==> src/rtl/asram_pkg.sv <==
package asram_pkg;
  typedef enum logic [2:0] {
    ST_IDLE  = 3'd0,
    ST_RD    = 3'd1,
    ST_RTURN = 3'd2,
    ST_WPUL  = 3'd3,
    ST_WHOLD = 3'd4
  } seq_state_t;

  function automatic int unsigned at_least(input int unsigned v, input int unsigned lo);
    return (v < lo) ? lo : v;
  endfunction
endpackage

==> src/rtl/asram_timer.sv <==
module asram_timer #(
  parameter int CW = 4
) (
  input  logic          clk,
  input  logic          rst,
  input  logic          load,
  input  logic [CW-1:0] load_val,
  output logic          zero
);
  logic [CW-1:0] cnt_q;

  always_ff @(posedge clk) begin
    if (rst)            cnt_q <= '0;
    else if (load)      cnt_q <= load_val;
    else if (cnt_q != 0) cnt_q <= cnt_q - 1'b1;
  end

  assign zero = (cnt_q == '0);
endmodule

==> src/rtl/asram_datapath.sv <==
module asram_datapath #(
  parameter int AW = 14,
  parameter int DW = 4
) (
  input  logic          clk,
  input  logic          rst,
  input  logic          accept,
  input  logic [AW-1:0] in_addr,
  input  logic [DW-1:0] in_wdata,
  input  logic          capture,
  input  logic [DW-1:0] pin_data,
  output logic [AW-1:0] addr_q,
  output logic [DW-1:0] wdata_q,
  output logic [DW-1:0] rdata_q,
  output logic          rvalid_q
);
  always_ff @(posedge clk) begin
    if (rst) begin
      addr_q  <= '0;
      wdata_q <= '0;
    end else if (accept) begin
      addr_q  <= in_addr;
      wdata_q <= in_wdata;
    end
  end

  always_ff @(posedge clk) begin
    if (rst) begin
      rdata_q  <= '0;
      rvalid_q <= 1'b0;
    end else begin
      rvalid_q <= capture;
      if (capture) rdata_q <= pin_data;
    end
  end
endmodule

==> src/rtl/asram_ctrl.sv <==
module asram_ctrl
  import asram_pkg::*;
#(
  parameter int AW     = 14,
  parameter int DW     = 4,
  parameter int RD_CYC = 2,
  parameter int WP_CYC = 2,
  parameter int DH_CYC = 1,
  parameter int TA_CYC = 1
) (
  input  logic          clk,
  input  logic          rst,
  input  logic          host_req,
  input  logic          host_wr,
  input  logic [AW-1:0] host_addr,
  input  logic [DW-1:0] host_wdata,
  output logic          host_ready,
  output logic [DW-1:0] host_rdata,
  output logic          host_rvalid,
  output logic [AW-1:0] sram_a,
  output logic          sram_ce_n,
  output logic          sram_we_n,
  output logic          sram_oe_n,
  output logic [DW-1:0] sram_dq_o,
  input  logic [DW-1:0] sram_dq_i,
  output logic          sram_dq_t
);
  // Effective counts: the write pulse needs one cycle before the driver turns on.
  localparam int unsigned RD_E = at_least(RD_CYC, 1);
  localparam int unsigned WP_E = at_least(WP_CYC, 2);
  localparam int unsigned DH_E = at_least(DH_CYC, 1);
  localparam int unsigned TA_E = at_least(TA_CYC, 1);
  localparam int unsigned MAX1 = (RD_E > WP_E) ? RD_E : WP_E;
  localparam int unsigned MAX2 = (DH_E > TA_E) ? DH_E : TA_E;
  localparam int unsigned MAXC = (MAX1 > MAX2) ? MAX1 : MAX2;
  localparam int CW = $clog2(MAXC + 1);

  seq_state_t    st_q, st_d;
  logic          t_load, t_zero;
  logic [CW-1:0] t_val;
  logic          accept, capture;

  logic ce_n_q, we_n_q, oe_n_q, dq_t_q, ready_q;

  assign accept  = (st_q == ST_IDLE) && host_req;
  assign capture = (st_q == ST_RD) && t_zero;

  always_comb begin
    st_d   = st_q;
    t_load = 1'b0;
    t_val  = '0;
    unique case (st_q)
      ST_IDLE: if (host_req) begin
        t_load = 1'b1;
        if (host_wr) begin
          st_d  = ST_WPUL;
          t_val = CW'(WP_E - 1);
        end else begin
          st_d  = ST_RD;
          t_val = CW'(RD_E - 1);
        end
      end
      ST_RD: if (t_zero) begin
        st_d   = ST_RTURN;
        t_load = 1'b1;
        t_val  = CW'(TA_E - 1);
      end
      ST_RTURN: if (t_zero) st_d = ST_IDLE;
      ST_WPUL: if (t_zero) begin
        st_d   = ST_WHOLD;
        t_load = 1'b1;
        t_val  = CW'(DH_E - 1);
      end
      ST_WHOLD: if (t_zero) st_d = ST_IDLE;
      default: st_d = ST_IDLE;
    endcase
  end

  always_ff @(posedge clk) begin
    if (rst) begin
      st_q    <= ST_IDLE;
      ce_n_q  <= 1'b1;
      we_n_q  <= 1'b1;
      oe_n_q  <= 1'b1;
      dq_t_q  <= 1'b0;
      ready_q <= 1'b1;
    end else begin
      st_q    <= st_d;
      ce_n_q  <= !((st_d == ST_RD) || (st_d == ST_WPUL));
      we_n_q  <= !(st_d == ST_WPUL);
      oe_n_q  <= !(st_d == ST_RD);
      dq_t_q  <= ((st_d == ST_WPUL) && (st_q == ST_WPUL)) || (st_d == ST_WHOLD);
      ready_q <= (st_d == ST_IDLE);
    end
  end

  asram_timer #(.CW(CW)) u_timer (
    .clk(clk), .rst(rst), .load(t_load), .load_val(t_val), .zero(t_zero)
  );

  asram_datapath #(.AW(AW), .DW(DW)) u_dp (
    .clk(clk), .rst(rst), .accept(accept), .in_addr(host_addr),
    .in_wdata(host_wdata), .capture(capture), .pin_data(sram_dq_i),
    .addr_q(sram_a), .wdata_q(sram_dq_o), .rdata_q(host_rdata),
    .rvalid_q(host_rvalid)
  );

  assign sram_ce_n  = ce_n_q;
  assign sram_we_n  = we_n_q;
  assign sram_oe_n  = oe_n_q;
  assign sram_dq_t  = dq_t_q;
  assign host_ready = ready_q;
endmodule

==> config.mk <==
export PLATFORM = sky130hd
export DESIGN_NAME = asram_ctrl
export DESIGN_NICKNAME = d
export VERILOG_FILES = /design/src/rtl/asram_pkg.sv /design/src/rtl/asram_timer.sv /design/src/rtl/asram_datapath.sv /design/src/rtl/asram_ctrl.sv
export SDC_FILE = /design/constraint.sdc
export NUM_CORES = 1
export LEC_CHECK = 0
export ABC_AREA = 1
export ABC_CLOCK_PERIOD_IN_PS = 1590
export BUFFER_PORTS_ARGS = -buffer_cell sky130_fd_sc_hd__buf_2
export CAP_MARGIN = 10
export CORE_AREA = 3 3 78 43
export CTS_BUF_LIST = sky130_fd_sc_hd__clkbuf_8 sky130_fd_sc_hd__clkbuf_16
export CTS_CLUSTER_SIZE = 20
export DETAILED_ROUTE_END_ITERATION = 6
export DIE_AREA = 0 0 81 46
export PLACE_DENSITY = 0.76
export SLEW_MARGIN = 25
export SYNTH_ARGS = -nofsm -noshare
export SYNTH_HDL_FRONTEND = slang
export SYNTH_SLANG_ARGS = --single-unit
==> constraint.sdc <==
create_clock -name clk -period 1.59 [get_ports clk]
set_clock_uncertainty 0.05 [all_clocks]
set_input_delay 0.159 -clock clk [delete_from_list [all_inputs] [get_ports clk]]
set_output_delay 0.159 -clock clk [all_outputs]
set_load 0.01 [all_outputs]
==> metrics.yaml <==
outcome:
  status: "complete, no violations"
timing:
  fin_setup_tns_ns: 0
  hold_viol: 0
  worstMarginPinSlew_ns: 0.275
  hold_slack_ns: 0.0492
  slew_violations: 0
  max_slew_margin_pct: 81.6
  timing.fmax_mhz: 694
  period_share_pct: 90.6
  grt_setup_unrepaired: "no"
  setup_viol: 0
  period_needed_ns: 1.44
clock_network:
  clock_latency_ns: 0.27
  cts.path.max_buffers: 2
  clock_sinks: 33
  numCtsBuffers: 5
  cts_setup_buffers: 0
  clk_pin_slew_worst_paths_ns: 0.06
  cts-htree-levels: 2
  cts_hold_buf: 0
  ctsResizeCount: 0
  cts-root-buf: "clkbuf_8"
  cts_tree: "done"
power:
  seqPwrFrac_pct: 47.2
  power_leakage_nw: 0.803
  p_sw_share_pct: 29.4
  p_per_area_nw_per_um2: 1270
  combPwrFrac_pct: 23.6
  max-vdd-ir-drop_mv: 0.578
  clock_power_share_pct: 29.2
  switchingPower_w: 0.000608
  p_int_w: 0.00146
placement:
  place_congestion: 0.823
  numPortBuffers: 53
  dp_cells: 242
  dp_hpwl_mm: 1.99
global_routing:
  grt_usage_pct: 16.1
  grt_pass1_vias: 1032
  overflow: 0
  grt_max_degree: 22
  antenna_found_initial: 0
  grt_pass1_wl_mm: 4.44
detailed_routing:
  ant_nets: 0
  routed_wl_mm: 2.86
  drtIter0Drc: 50
  drc: 0
  top_layer: "met4"
  drtPass1Iterations: 4
  wl_per_cell_um: 11.5
  num_vias: 1178
  wl_met1_mm: 1.37
  met3WireLength_um: 197
  met2_length_mm: 1.28
  viasPerCell: 4.73
logic_synthesis:
  synth.distinct_cells: 18
  syn_area_per_cell_um2: 7.99
  netlist_area_um2: 1230
  yosys-top-cells-area: "dfxtp_1 (54%), nand2_1 (9.8%), nand3_1 (9.0%)"
  synth_cells: 154
  yosys_warnings: 0
  syn_nets: 181
  synthDominantCellAreaShare_pct: 53.7
  synth_top_cell_by_area: "dfxtp_1"
  seq_area_frac_synth_pct: 53.7
  ys_ff_latch: 33
hold_path:
  hold_class: "input port to flop"
worst_setup_path:
  crit_buf_inv: 2
  worst_path_max_delay_cell: "dfxtp_1"
  cpLargestDelayFamily: "simple AND/OR/NAND/NOR gates"
  critPathLaunchType: "flop"
  path_class: "flop to flop"
  arrival_ns: 1.55
  cpMostUsedCell: "nor2_1"
  crit_path_max_fanout: 5
  cp_cell_sequence: "inv_1, ha_1, nand2_1, nor2_1, inv_1, nor2_1, nor2_1"
  cpPeakStageDelay_ns: 0.29
  cp-end-kind: "flop"
  required_ns: 1.70
flow_run:
  maxCapViolations: 0
cells_and_area:
  diodes: 0
  syn_to_final_growth_pct: 32.0
  instances_no_fill: 249
  drive_above_1_share_pct: 32.5
  final_cell_mix: "buf_2 (53), dfxtp_1 (33), nand2_1 (32)"
  layout_commonest_cell: "buf_2"
  nFillCells: 255
  nets: 239
floorplanning:
  rows: 13
  die_h_um: 46
  core_area_um2: 2640
  start_util_pct: 46.7
  fp.dieW_um: 81
  pin_count: 54
  dieArea_um2: 3730
synthesized netlist by cell type (all sizes together):
cell type   n
a21oi      21
buf         5
clkbuf      2
dfxtp      33
ha          1
inv        10
nand2      33
nand3      22
nand4       2
nor2       16
nor3        1
o21ai       7
or2         1
final cells by class:
type	count	area [um2]	area share (%)
Clock buffer	6	82.6	5.08
Clock inverter	1	3.75	0.231
Inverter	10	37.5	2.31
Multi-Input combinational cell	104	490	30.2
Sequential cell	33	661	40.7
Tap cell	37	46.3	2.85
Timing Repair Buffer	58	303	18.6
metal layers:
layer,vias to the layer above,track usage (%)
met5,-,0
met4,0,5.05
met3,4,6.52
met2,38,26.3
met1,515,19.7
li1,621,-
registers in the layout (all words and copies together), names as in the netlist:
register	cells
u_dp.wdata_q	4
host_ready	1
sram_ce_n	1
u_dp.rdata_q	4
sram_we_n	1
sram_dq_t	1
u_dp.rvalid_q	1
u_timer.cnt_q	2
st_q	3
sram_oe_n	1
u_dp.addr_q	14
power by group through the flow:
stage | Combinational (W) | Clock, W | Sequential, W
after floorplan | 0.000279 | 0 | 0.00103
after global placement | 0.000478 | 0 | 0.000991
after detailed placement | 0.000487 | 0 | 0.000992
after CTS | 0.000488 | 0.000619 | 0.000975
after global routing | 0.000550 | 0.000656 | 0.000985
final | 0.000488 | 0.000602 | 0.000976
stage by stage:
step / total power (W) / util, % / area (um2) / setup slack, ns
after floorplan: 0.00131 / - / 1230 / 0.327
after global routing: 0.00219 / 61.6 / 1620 / 0.0718
after global placement: 0.00147 / 58.4 / 1540 / 0.287
final: 0.00207 / 61.6 / 1620 / 0.150
after detailed placement: 0.00148 / 58.4 / 1540 / 0.226
after CTS: 0.00208 / 61.6 / 1620 / 0.179
cells by family (layout without fill, tap and decap cells):
family                     count (synthesis)  count (layout)  share of synthesized area, %
and+or+nand+nor                           75              75                          27.2
DFF                                       33              33                          53.7
AOI/OAI and AO/OA                         28              28                          11.7
buffers and inverters                     17              75                          6.41
adders and majority gates                  1               1                          1.02
worst paths after layout:
kind / from / end / slack (ns) / depth (start not counted)
max reg2reg: u_timer.cnt_q[0] / u_dp.rdata_q[2] / 0.15 / 7
max: u_timer.cnt_q[0] / u_dp.rdata_q[2] / 0.15 / 7
min reg2reg: u_dp.addr_q[2] / u_dp.addr_q[2] / 0.41 / 2
min: rst / sram_dq_t / 0.05 / 2
Note: power is estimated with default switching activity, not from simulation.
